[src/rtl/rsup_pkg.sv]
package rsup_pkg;
  typedef enum logic [1:0] {
    ST_STANDBY = 2'd0,
    ST_UP      = 2'd1,
    ST_ACTIVE  = 2'd2,
    ST_DOWN    = 2'd3
  } rsup_state_e;
endpackage

[src/rtl/rsup_edge.sv]
module rsup_edge #(
  parameter int unsigned   W       = 1,
  parameter logic [W-1:0]  RST_VAL = '0
) (
  input  logic         clk_i,
  input  logic         rst_ni,
  input  logic [W-1:0] d_i,
  output logic [W-1:0] rise_o,
  output logic [W-1:0] fall_o
);
  logic [W-1:0] q;

  always_ff @(posedge clk_i or negedge rst_ni) begin
    if (!rst_ni) q <= RST_VAL;
    else         q <= d_i;
  end

  assign rise_o = d_i & ~q;
  assign fall_o = ~d_i & q;
endmodule

[src/rtl/rsup_fault_class.sv]
module rsup_fault_class #(
  parameter int unsigned N_SD   = 4,
  parameter int unsigned N_WARN = 4
) (
  input  logic              clk_i,
  input  logic              rst_ni,
  input  logic [N_SD-1:0]   sd_flt_i,
  input  logic              imm_flt_i,
  input  logic [N_WARN-1:0] warn_flt_i,
  output logic              sd_any_o,
  output logic              imm_o,
  output logic              warn_any_o,
  output logic [N_SD-1:0]   sd_evt_o,
  output logic              imm_evt_o,
  output logic [N_WARN-1:0] warn_evt_o
);
  localparam int unsigned NF = N_SD + N_WARN + 1;

  logic [NF-1:0] flags, rise, fall_unused, evt_q;

  assign flags = {warn_flt_i, imm_flt_i, sd_flt_i};

  rsup_edge #(.W(NF), .RST_VAL('0)) u_edge (
    .clk_i (clk_i),
    .rst_ni(rst_ni),
    .d_i   (flags),
    .rise_o(rise),
    .fall_o(fall_unused)
  );

  always_ff @(posedge clk_i or negedge rst_ni) begin
    if (!rst_ni) evt_q <= '0;
    else         evt_q <= rise;
  end

  assign sd_any_o   = |sd_flt_i;
  assign imm_o      = imm_flt_i;
  assign warn_any_o = |warn_flt_i;
  assign sd_evt_o   = evt_q[N_SD-1:0];
  assign imm_evt_o  = evt_q[N_SD];
  assign warn_evt_o = evt_q[NF-1:N_SD+1];

  p_evt_pulse_r10: assert property (@(posedge clk_i) disable iff (!rst_ni)
    (|evt_q) |=> ((evt_q & $past(evt_q)) == '0));
endmodule

[src/rtl/rsup_seq.sv]
module rsup_seq
  import rsup_pkg::*;
#(
  parameter int unsigned N_RAILS = 4,
  parameter int unsigned IDX_W   = 2,
  parameter int unsigned DLY_W   = 8
) (
  input  logic                     clk_i,
  input  logic                     rst_ni,
  input  logic                     start_i,
  input  logic                     stop_i,
  input  logic                     sd_i,
  input  logic                     imm_i,
  input  logic [N_RAILS*IDX_W-1:0] up_order_i,
  input  logic [N_RAILS*IDX_W-1:0] dn_order_i,
  input  logic [DLY_W-1:0]         step_dly_i,
  output logic [N_RAILS-1:0]       rail_en_o,
  output rsup_state_e              state_o
);
  localparam logic [IDX_W-1:0] LAST_IDX = IDX_W'(N_RAILS - 1);

  rsup_state_e        state_q;
  logic [IDX_W-1:0]   idx_q;
  logic [DLY_W-1:0]   tmr_q;
  logic [N_RAILS-1:0] en_q;
  logic [IDX_W-1:0]   up_sel, dn_sel;
  logic               last;

  always_comb begin
    up_sel = '0;
    dn_sel = '0;
    for (int i = 0; i < N_RAILS; i++) begin
      if (idx_q == IDX_W'(i)) begin
        up_sel = up_order_i[i*IDX_W +: IDX_W];
        dn_sel = dn_order_i[i*IDX_W +: IDX_W];
      end
    end
  end

  assign last = (idx_q == LAST_IDX);

  always_ff @(posedge clk_i or negedge rst_ni) begin
    if (!rst_ni) begin
      state_q <= ST_STANDBY;
      idx_q   <= '0;
      tmr_q   <= '0;
      en_q    <= '0;
    end else if (imm_i) begin
      // immediate class bypasses any ordering
      state_q <= ST_STANDBY;
      en_q    <= '0;
      idx_q   <= '0;
      tmr_q   <= '0;
    end else begin
      case (state_q)
        ST_STANDBY: begin
          if (start_i) begin
            state_q <= ST_UP;
            idx_q   <= '0;
            tmr_q   <= '0;
          end
        end
        ST_UP: begin
          if (sd_i || stop_i) begin
            state_q <= ST_DOWN;
            idx_q   <= '0;
            tmr_q   <= '0;
          end else if (tmr_q != '0) begin
            tmr_q <= tmr_q - 1'b1;
          end else begin
            en_q[up_sel] <= 1'b1;
            if (last) begin
              state_q <= ST_ACTIVE;
              idx_q   <= '0;
            end else begin
              idx_q <= idx_q + 1'b1;
              tmr_q <= step_dly_i;
            end
          end
        end
        ST_ACTIVE: begin
          if (sd_i || stop_i) begin
            state_q <= ST_DOWN;
            idx_q   <= '0;
            tmr_q   <= '0;
          end
        end
        default: begin
          if (tmr_q != '0) begin
            tmr_q <= tmr_q - 1'b1;
          end else begin
            en_q[dn_sel] <= 1'b0;
            if (last) begin
              state_q <= ST_STANDBY;
              idx_q   <= '0;
            end else begin
              idx_q <= idx_q + 1'b1;
              tmr_q <= step_dly_i;
            end
          end
        end
      endcase
    end
  end

  assign rail_en_o = en_q;
  assign state_o   = state_q;

  p_imm_off_r3: assert property (@(posedge clk_i) disable iff (!rst_ni)
    imm_i |=> (en_q == '0 && state_q == ST_STANDBY));

  p_sd_down_r1: assert property (@(posedge clk_i) disable iff (!rst_ni)
    ((state_q == ST_UP || state_q == ST_ACTIVE) && sd_i && !imm_i) |=> (state_q == ST_DOWN));

  p_down_one_step_r2: assert property (@(posedge clk_i) disable iff (!rst_ni)
    (state_q == ST_DOWN && !imm_i) |=> ($countones(en_q ^ $past(en_q)) <= 1));

  p_up_one_step_r9: assert property (@(posedge clk_i) disable iff (!rst_ni)
    (state_q == ST_UP && !imm_i) |=> ($countones(en_q ^ $past(en_q)) <= 1));

  p_standby_off_r1: assert property (@(posedge clk_i) disable iff (!rst_ni)
    (state_q == ST_DOWN && !imm_i) |=> ((en_q & ~$past(en_q)) == '0));
endmodule

[src/rtl/rsup_pgood.sv]
module rsup_pgood #(
  parameter int unsigned N_RAILS = 4
) (
  input  logic               clk_i,
  input  logic               rst_ni,
  input  logic [N_RAILS-1:0] rail_en_i,
  input  logic [N_RAILS-1:0] rail_ok_i,
  input  logic               fault_any_i,
  output logic               pgood_o
);
  logic [N_RAILS-1:0] rail_good;
  logic               pgood_q;

  for (genvar g = 0; g < N_RAILS; g++) begin : g_rail
    assign rail_good[g] = rail_en_i[g] & rail_ok_i[g];
  end

  always_ff @(posedge clk_i or negedge rst_ni) begin
    if (!rst_ni) pgood_q <= 1'b0;
    else         pgood_q <= (&rail_good) & ~fault_any_i;
  end

  assign pgood_o = pgood_q;

  p_pgood_rail_r8: assert property (@(posedge clk_i) disable iff (!rst_ni)
    (rail_en_i != '1 || rail_ok_i != '1) |=> !pgood_o);

  p_pgood_fault_r4: assert property (@(posedge clk_i) disable iff (!rst_ni)
    fault_any_i |=> !pgood_o);
endmodule

[src/rtl/rail_supervisor.sv]
module rail_supervisor
  import rsup_pkg::*;
#(
  parameter int unsigned N_RAILS = 4,
  parameter int unsigned N_SD    = 4,
  parameter int unsigned N_WARN  = 4,
  parameter int unsigned DLY_W   = 8,
  localparam int unsigned IDX_W  = (N_RAILS > 1) ? $clog2(N_RAILS) : 1
) (
  input  logic                     clk_i,
  input  logic                     rst_ni,
  input  logic [N_SD-1:0]          sd_flt_i,
  input  logic                     imm_flt_i,
  input  logic [N_WARN-1:0]        warn_flt_i,
  input  logic [N_RAILS-1:0]       rail_ok_i,
  input  logic                     pwrup_i,
  input  logic                     reg_up_i,
  input  logic                     reg_dn_i,
  input  logic                     irq_clear_i,
  input  logic [N_RAILS*IDX_W-1:0] up_order_i,
  input  logic [N_RAILS*IDX_W-1:0] dn_order_i,
  input  logic [DLY_W-1:0]         step_dly_i,
  output logic [N_RAILS-1:0]       rail_en_o,
  output logic                     pgood_o,
  output logic [1:0]               state_o,
  output logic [N_SD-1:0]          sd_evt_o,
  output logic                     imm_evt_o,
  output logic [N_WARN-1:0]        warn_evt_o
);
  logic        sd_any, imm_any, warn_any;
  logic        pin_rise, pin_fall;
  logic        start, stop;
  rsup_state_e state;

  rsup_fault_class #(.N_SD(N_SD), .N_WARN(N_WARN)) u_class (
    .clk_i     (clk_i),
    .rst_ni    (rst_ni),
    .sd_flt_i  (sd_flt_i),
    .imm_flt_i (imm_flt_i),
    .warn_flt_i(warn_flt_i),
    .sd_any_o  (sd_any),
    .imm_o     (imm_any),
    .warn_any_o(warn_any),
    .sd_evt_o  (sd_evt_o),
    .imm_evt_o (imm_evt_o),
    .warn_evt_o(warn_evt_o)
  );

  // reset value high: a pin already high at reset is not an edge
  rsup_edge #(.W(1), .RST_VAL(1'b1)) u_pin (
    .clk_i (clk_i),
    .rst_ni(rst_ni),
    .d_i   (pwrup_i),
    .rise_o(pin_rise),
    .fall_o(pin_fall)
  );

  assign start = (pin_rise | reg_up_i) & irq_clear_i & ~sd_any & ~imm_any;
  assign stop  = pin_fall | reg_dn_i;

  rsup_seq #(.N_RAILS(N_RAILS), .IDX_W(IDX_W), .DLY_W(DLY_W)) u_seq (
    .clk_i     (clk_i),
    .rst_ni    (rst_ni),
    .start_i   (start),
    .stop_i    (stop),
    .sd_i      (sd_any),
    .imm_i     (imm_any),
    .up_order_i(up_order_i),
    .dn_order_i(dn_order_i),
    .step_dly_i(step_dly_i),
    .rail_en_o (rail_en_o),
    .state_o   (state)
  );

  rsup_pgood #(.N_RAILS(N_RAILS)) u_pgood (
    .clk_i      (clk_i),
    .rst_ni     (rst_ni),
    .rail_en_i  (rail_en_o),
    .rail_ok_i  (rail_ok_i),
    .fault_any_i(sd_any | imm_any | warn_any),
    .pgood_o    (pgood_o)
  );

  assign state_o = state;

  p_no_start_r5: assert property (@(posedge clk_i) disable iff (!rst_ni)
    (state == ST_STANDBY && (!irq_clear_i || sd_any)) |=> (state == ST_STANDBY));

  p_warn_hold_r4: assert property (@(posedge clk_i) disable iff (!rst_ni)
    (state == ST_ACTIVE && warn_any && !sd_any && !imm_any && !stop)
      |=> (state == ST_ACTIVE && rail_en_o == $past(rail_en_o)));

  p_held_level_r6: assert property (@(posedge clk_i) disable iff (!rst_ni)
    (state == ST_STANDBY && !reg_up_i && $stable(pwrup_i)) |=> (state == ST_STANDBY));
endmodule

[config.mk]
export PLATFORM = sky130hd
export DESIGN_NAME = rail_supervisor
export DESIGN_NICKNAME = d
export VERILOG_FILES = /design/src/rtl/rsup_pkg.sv /design/src/rtl/rsup_edge.sv /design/src/rtl/rsup_fault_class.sv /design/src/rtl/rsup_seq.sv /design/src/rtl/rsup_pgood.sv /design/src/rtl/rail_supervisor.sv
export SDC_FILE = /design/constraint.sdc
export NUM_CORES = 1
export LEC_CHECK = 0
export ABC_AREA = 1
export BUFFER_PORTS_ARGS = -buffer_cell sky130_fd_sc_hd__buf_2
export CAP_MARGIN = 25
export CORE_MARGIN = 5
export CORE_UTILIZATION = 52
export CTS_CLUSTER_DIAMETER = 100
export DETAILED_ROUTE_END_ITERATION = 12
export PLACE_DENSITY = 0.79
export SLEW_MARGIN = 10
export SYNTH_ARGS = -nofsm -noshare
export SYNTH_HDL_FRONTEND = slang
export SYNTH_HIERARCHICAL = 1
export SYNTH_SLANG_ARGS = --single-unit
[constraint.sdc]
create_clock -name clk_i -period 1.87 [get_ports clk_i]
set_input_delay 0.187 -clock clk_i [delete_from_list [all_inputs] [get_ports clk_i]]
set_output_delay 0.187 -clock clk_i [all_outputs]
set_load 0.01 [all_outputs]
-- Yosys cells after proc, flatten, opt, wreduce, memory -nomap -nowiden
Index checks and enable logic that the tools add are counted.
- flip-flop bits (word level): 36
- bits of input ports: 43
- add/sub/neg operators: 2
- order comparisons: 4
- equal/unequal tests: 13
- mux-type cells: 40
- bitwise gates (word level): 24
- reduce and logical (&&, ||, !) cells: 14
- operators with widths (cell ; number):
    2-to-1 mux 8 bit ; 6
    2-to-1 mux 2 bit ; 22
    case mux 8 bit (3 select lines) ; 1
    2-to-1 mux 4 bit ; 4
    case mux 2 bit (3 select lines) ; 2
    AND 1 bit ; 10
    AND 9 bit ; 1
    inverter 9 bit ; 1
    case mux 4 bit (2 select lines) ; 1
    nonzero test 8 bit ; 1
    OR reduction 4 bit ; 2
    subtractor 8 x 1 -> 8 bit, second input constant ; 1
    == test 2 bit, second input constant ; 3
    less-than comparator 2 x 3 -> 1 bit, second input constant ; 2
    != test 3 bit, second input constant ; 2
    AND reduction 6 bit ; 1
    != test 5 bit, second input constant ; 1
    inverter 1 bit ; 5
    nonzero test 5 bit ; 1
    AND 4 bit ; 1
    demux 1 bit (select 2 bit) ; 2
    == test 2 x 1 -> 1 bit, second input constant ; 2
    greater-or-equal comparator 2 x 1 -> 1 bit, second input constant ; 2
    zero test 2 bit ; 2
    other kinds (16) ; 21

-- Longest topological paths before layout
- depth after elaboration: 14
- gate-level depth with buffers: 13

-- Modules after synthesis
The synthesis kept the hierarchy.
- by module, submodules not included (module ; instances ; cells an instance ; area each (µm²) ; sequential area each (µm²)):
    rsup_seq ; 1 ; 221 ; 1425.1 ; 400.4
    rsup_edge (u_class.u_edge) ; 1 ; 45 ; 360.3 ; 225.2
    rsup_fault_class ; 1 ; 16 ; 255.2 ; 225.2
    rsup_pgood ; 1 ; 10 ; 63.8 ; 25.0
    rsup_edge (u_pin) ; 1 ; 5 ; 41.3 ; 26.3
    rail_supervisor ; 1 ; 7 ; 31.3 ; 0.0

-- Worst setup path after synthesis
OpenSTA, ideal clock, no wires.
- kind: register to register
- start: register u_seq.state_q[0] (netlist: u_seq/state_o[0])
- end: register u_seq.idx_q[0]
- arrival time: 1.421 ns
- required time: 1.751 ns
- setup slack: 0.330 ns
- stages on the path, launching flop included: 12
- buffers on the path: 1
- cell sequence: dfrtp_1 inv_1 ha_1 inv_1 nor2_1 a21oi_1 nor2_1 inv_1 buf_6 nand2_1 o22ai_1 nor2_1
- word-level cells in the longest chain between the ends: 3
- elaborated cells between the ends (all ways): 8
- classes of those cells: eq/ne (4); mux (2); reduce/logical (2)
- ends and longest elaborated chain (item ; RTL line ; text):
    from (decl) ; rsup_seq.sv:22 ; rsup_state_e state_q;
    from (signal assigned) ; rsup_seq.sv:44 ; state_q <= ST_STANDBY;
    from (signal assigned) ; rsup_seq.sv:50 ; state_q <= ST_STANDBY;
    from (signal assigned) ; rsup_seq.sv:58 ; state_q <= ST_UP;
    == test 2 bit (tied with other cells) ; rsup_seq.sv:55 ; case (state_q)
    case mux 2 bit (3 select lines) (tied with other cells) ; rsup_seq.sv:55 ;
    2-to-1 mux 2 bit / AND reduction 2 bit (equally long branches) ; - ;
    to (signal assigned) ; rsup_seq.sv:76 ; idx_q <= idx_q + 1'b1;
    to (signal assigned) ; rsup_seq.sv:97 ; idx_q <= idx_q + 1'b1;
    to (decl) ; rsup_seq.sv:23 ; logic [IDX_W-1:0] idx_q;
Parallel ways exist; a longest one is shown, timed or not.
A chain may end at the register's enable or synchronous reset.

-- Worst setup path after layout
- start: register u_seq.idx_q[0]
- end: register u_seq.en_q[1] (netlist: u_seq/rail_en_o[1])
- word-level cells in the longest chain between the ends: 14
- elaborated cells between the ends (all ways): 30
- classes of those cells: order compare (4); eq/ne (3); mux (17); bitwise (3); reduce/logical (3)
- ends and longest elaborated chain (item ; RTL line ; text):
    zero test 2 bit ; rsup_seq.sv:33 ; if (idx_q == IDX_W'(i)) begin
    2-to-1 mux 2 bit (4 in a row) ; rsup_seq.sv:33 ;
    less-than comparator 2 x 3 -> 1 bit (not written as such) (tied with other cells) ; rsup_seq.sv:71 ; en_q[up_sel] <= 1'b1;
    logical AND 1 bit, on equally long branches ; rsup_seq.sv:71, rsup_seq.sv:92 ;
    2-to-1 mux 1 bit, on equally long branches ; rsup_seq.sv:71, rsup_seq.sv:92 ;
    demux 1 bit (select 2 bit) ; - ;
    bitwise OR 4 bit (no line) / inverter 4 bit (equally long branches) ; - ;
    2-to-1 mux 4 bit / AND 4 bit (equally long branches) ; - ;
    2-to-1 mux 4 bit, on equally long branches ; rsup_seq.sv:64, rsup_seq.sv:89 ;
    case mux 4 bit (2 select lines) * ; rsup_seq.sv:55 ;
    2-to-1 mux 4 bit * ; rsup_seq.sv:48 ; end else if (imm_i) begin
    to (signal assigned) ; rsup_seq.sv:47 ; en_q <= '0;
    to (signal assigned) ; rsup_seq.sv:51 ; en_q <= '0;
    to (signal, indexed assignment) ; rsup_seq.sv:71 ;
    to (decl) ; rsup_seq.sv:25 ; logic [N_RAILS-1:0] en_q;
Mark *: on every way between the ends. The rest lies on a longest branch, timed or not. The select of a mux whose other input is x is not followed.

==> summary.md <==
| Metric | Value |
|---|---|
| Root buffer cell | clkbuf_8 |
| Die Span Y | between 70 and 80 um |
| Count of final setup violators | 0 |
| CP Max Fanout | 12 |
| H-Tree Depth | 2 |
| DR WL/cell | 11.8 um |
| Critical path capture point type | flip-flop |
| Reg-to-Reg End | u_seq/rail_en_o[1] |
| Placed insts | 391 |
| Min-delay worst type | input port to asynchronous set/reset pin |
| Clk_lat worst skew | ~0.29 ns |
| Worst-path clk slew | 0.07 ns |
| R2r startpoint | u_seq/idx_q[0] |
| Slew HR | 0.478 |
| Final hold violations | 35 |
| Rows | 23 |
| Synthesized area | 2110 sq um |
| Crit start category | flip-flop |
| Total Routed Length | around 4.7 mm |
| Clock Skew | between 0.003 and 0.004 ns |
| PwrDens | about 1200 nW/um^2 |
| Starting Density | 0.531 |
| Vias per inst | 4.93 |
| CTS tree | done |
| Layout cells sized above 1 | 0.269 |
| Max-slew violation count | 0 |
| Hpwl dp | ~3.7 mm |
| Fin crit share | 0.913 |
| Drt initial violations | about 120 |
| LEAKAGE | 1.42 nW |
| Number of remaining DRC errors | 0 |
| Chip Width | 73.7 um |
| Syn Nets | ~340 |
| Core footprint | 3970 sq um |
| Max VDD drop | approximately 0.62 mV |
| Largest net degree at the start of global routing | 37 |
| Num CTS Buffers | 5 |
| Peak Freq | between 500 and 600 MHz |
| GRT Util Overall | 0.187 |
| Number of global-route vias before repair | between 1500 and 2000 |
| Die ar. | between 5000 and 6000 sq um |
| Fin crit period | approximately 1.7 ns |
| Routed Antenna Nets | 0 |
| Clk buf depth | 2 |
| Post-CTS setup buffer count | 0 |
| Outcome | finished, violations left |
| Post-route insts no fill | 400 |
| Syn-to-layout area delta | 20.9% |
| Max_cap viols | 0 |
| IO Port Bufs | 58 |
| Clk sink count | 36 |
| Hold WS | -0.0287 ns |
| DRT Pass-1 Iters | 4 |
| Failing checks | hold timing |
| Nets | 401 |
| Worst-Margin Slew | 0.784 ns |
| Crit path DAT | about 1.9 ns |
| GR Overflow Total | 0 |
| IO Count | ~60 |
| WS Path Type | flip-flop to flip-flop |
| Mapped Cells | 286 |
| Setup Total Neg Slack | 0 ns |
| Global-route wire length before repair | 7.93 mm |
| Syn avg cell area | around 7.4 sq um |
| Flop2flop setup slack | 0.16 ns |
| YS warnings | 6 |
| N_diodes | 0 |
| Initial antenna violation count | 0 |
| GPL Wtd Cong | a little over 0.8 |
| Via Count | around 2000 |
| Required @ worst endpoint | slightly above 2 ns |
| R2R depth | 7 |
==> layout by cell type, fill, tap and decap left out, types with 6 or more instances in the layout <==
cell	count
nor2_2	6
a21oi_1	13
inv_1	34
nand2_1	67
o21ai_0	8
nor2_1	46
buf_2	58
nand3_1	24
dfrtp_1	34
ha_1	9
==> final cells by class <==
class / count / area (sq um)
clock buffer: 5 / 68.8
timing repair buffer: 62 / 323
clock inverter: 3 / 18.8
tap: 50 / 62.6
multi-input combinational: 204 / 1020
fill: 347 / 1420
sequential: 36 / 903
inverter: 40 / 150
==> through the flow <==
step | instance area [sq um] | power [mW] | utilization | worst slack [ns]
floorplan | 2110 | 2.23 | - | 0.330
global placement | 2440 | 2.56 | 0.615 | 0.146
detailed placement | 2440 | 2.59 | 0.615 | 0.0516
CTS | 2530 | 3.15 | 0.637 | 0.105
global route | 2550 | 3.46 | 0.642 | -0.00333
finish | 2550 | 3.15 | 0.642 | 0.162
==> registers in the layout, summed over array words and instances, names as in the netlist <==
name,cells
u_seq/idx_q,2
u_seq/tmr_q,8
u_class/evt_q,9
u_pgood/pgood_o,1
u_seq/rail_en_o,4
u_pin/q,1
u_seq/state_o,2
u_class/u_edge/q,9
==> worst max-delay path by stage <==
stage | startpoint | endpoint | slack, ns | depth (start not counted)
6_report | u_seq/idx_q[0] | u_seq/rail_en_o[1] | 0.16 | 7
3_3_place_gp | sd_flt_i[3] | u_seq/state_o[0] | 0.15 | 13
5_1_grt | u_seq/state_o[1] | u_seq/state_o[0] | -0.003 | 10
3_5_place_dp | sd_flt_i[3] | u_seq/state_o[0] | 0.05 | 13
4_1_cts | u_seq/state_o[0] | u_seq/state_o[0] | 0.11 | 10
2_1_floorplan | u_seq/state_o[0] | u_seq/idx_q[0] | 0.33 | 11
==> where the power goes <==
group / switching, mW / internal [mW]
clock network: 0.293 / 0.260
registers: 0.0909 / 0.881
logic: 1.02 / 0.609
==> critical path, stage by stage, from the launching register on <==
cell and delay [ns]:
dfrtp_1 0.41, ha_1 0.33, inv_2 0.17, or2_2 0.31, a21oi_1 0.19, nand2_1 0.07, nand2_1 0.08, nor2_2 0.05
==> metal layers <==
| layer | global-route usage | wire, um | part of all wire | vias up |
|---|---|---|---|---|
| met1 | 0.216 | 1920 | 0.41 | 902 |
| li1 | - | - | - | 1011 |
| met2 | 0.332 | 2470 | 0.52 | 48 |
| met4 | 0.0785 | 79 | 0.017 | 0 |
| met3 | 0.0410 | 240 | 0.051 | 10 |
| met5 | 0 | 0 | 0 | - |
==> timing repair <==
action,in CTS,in global routing
hold endpoints to repair,0,1
endpoints found under the setup margin,0,12
hold buffers,0,1
gates resized for setup,0,4
Note: power is estimated with default switching activity, not from simulation.
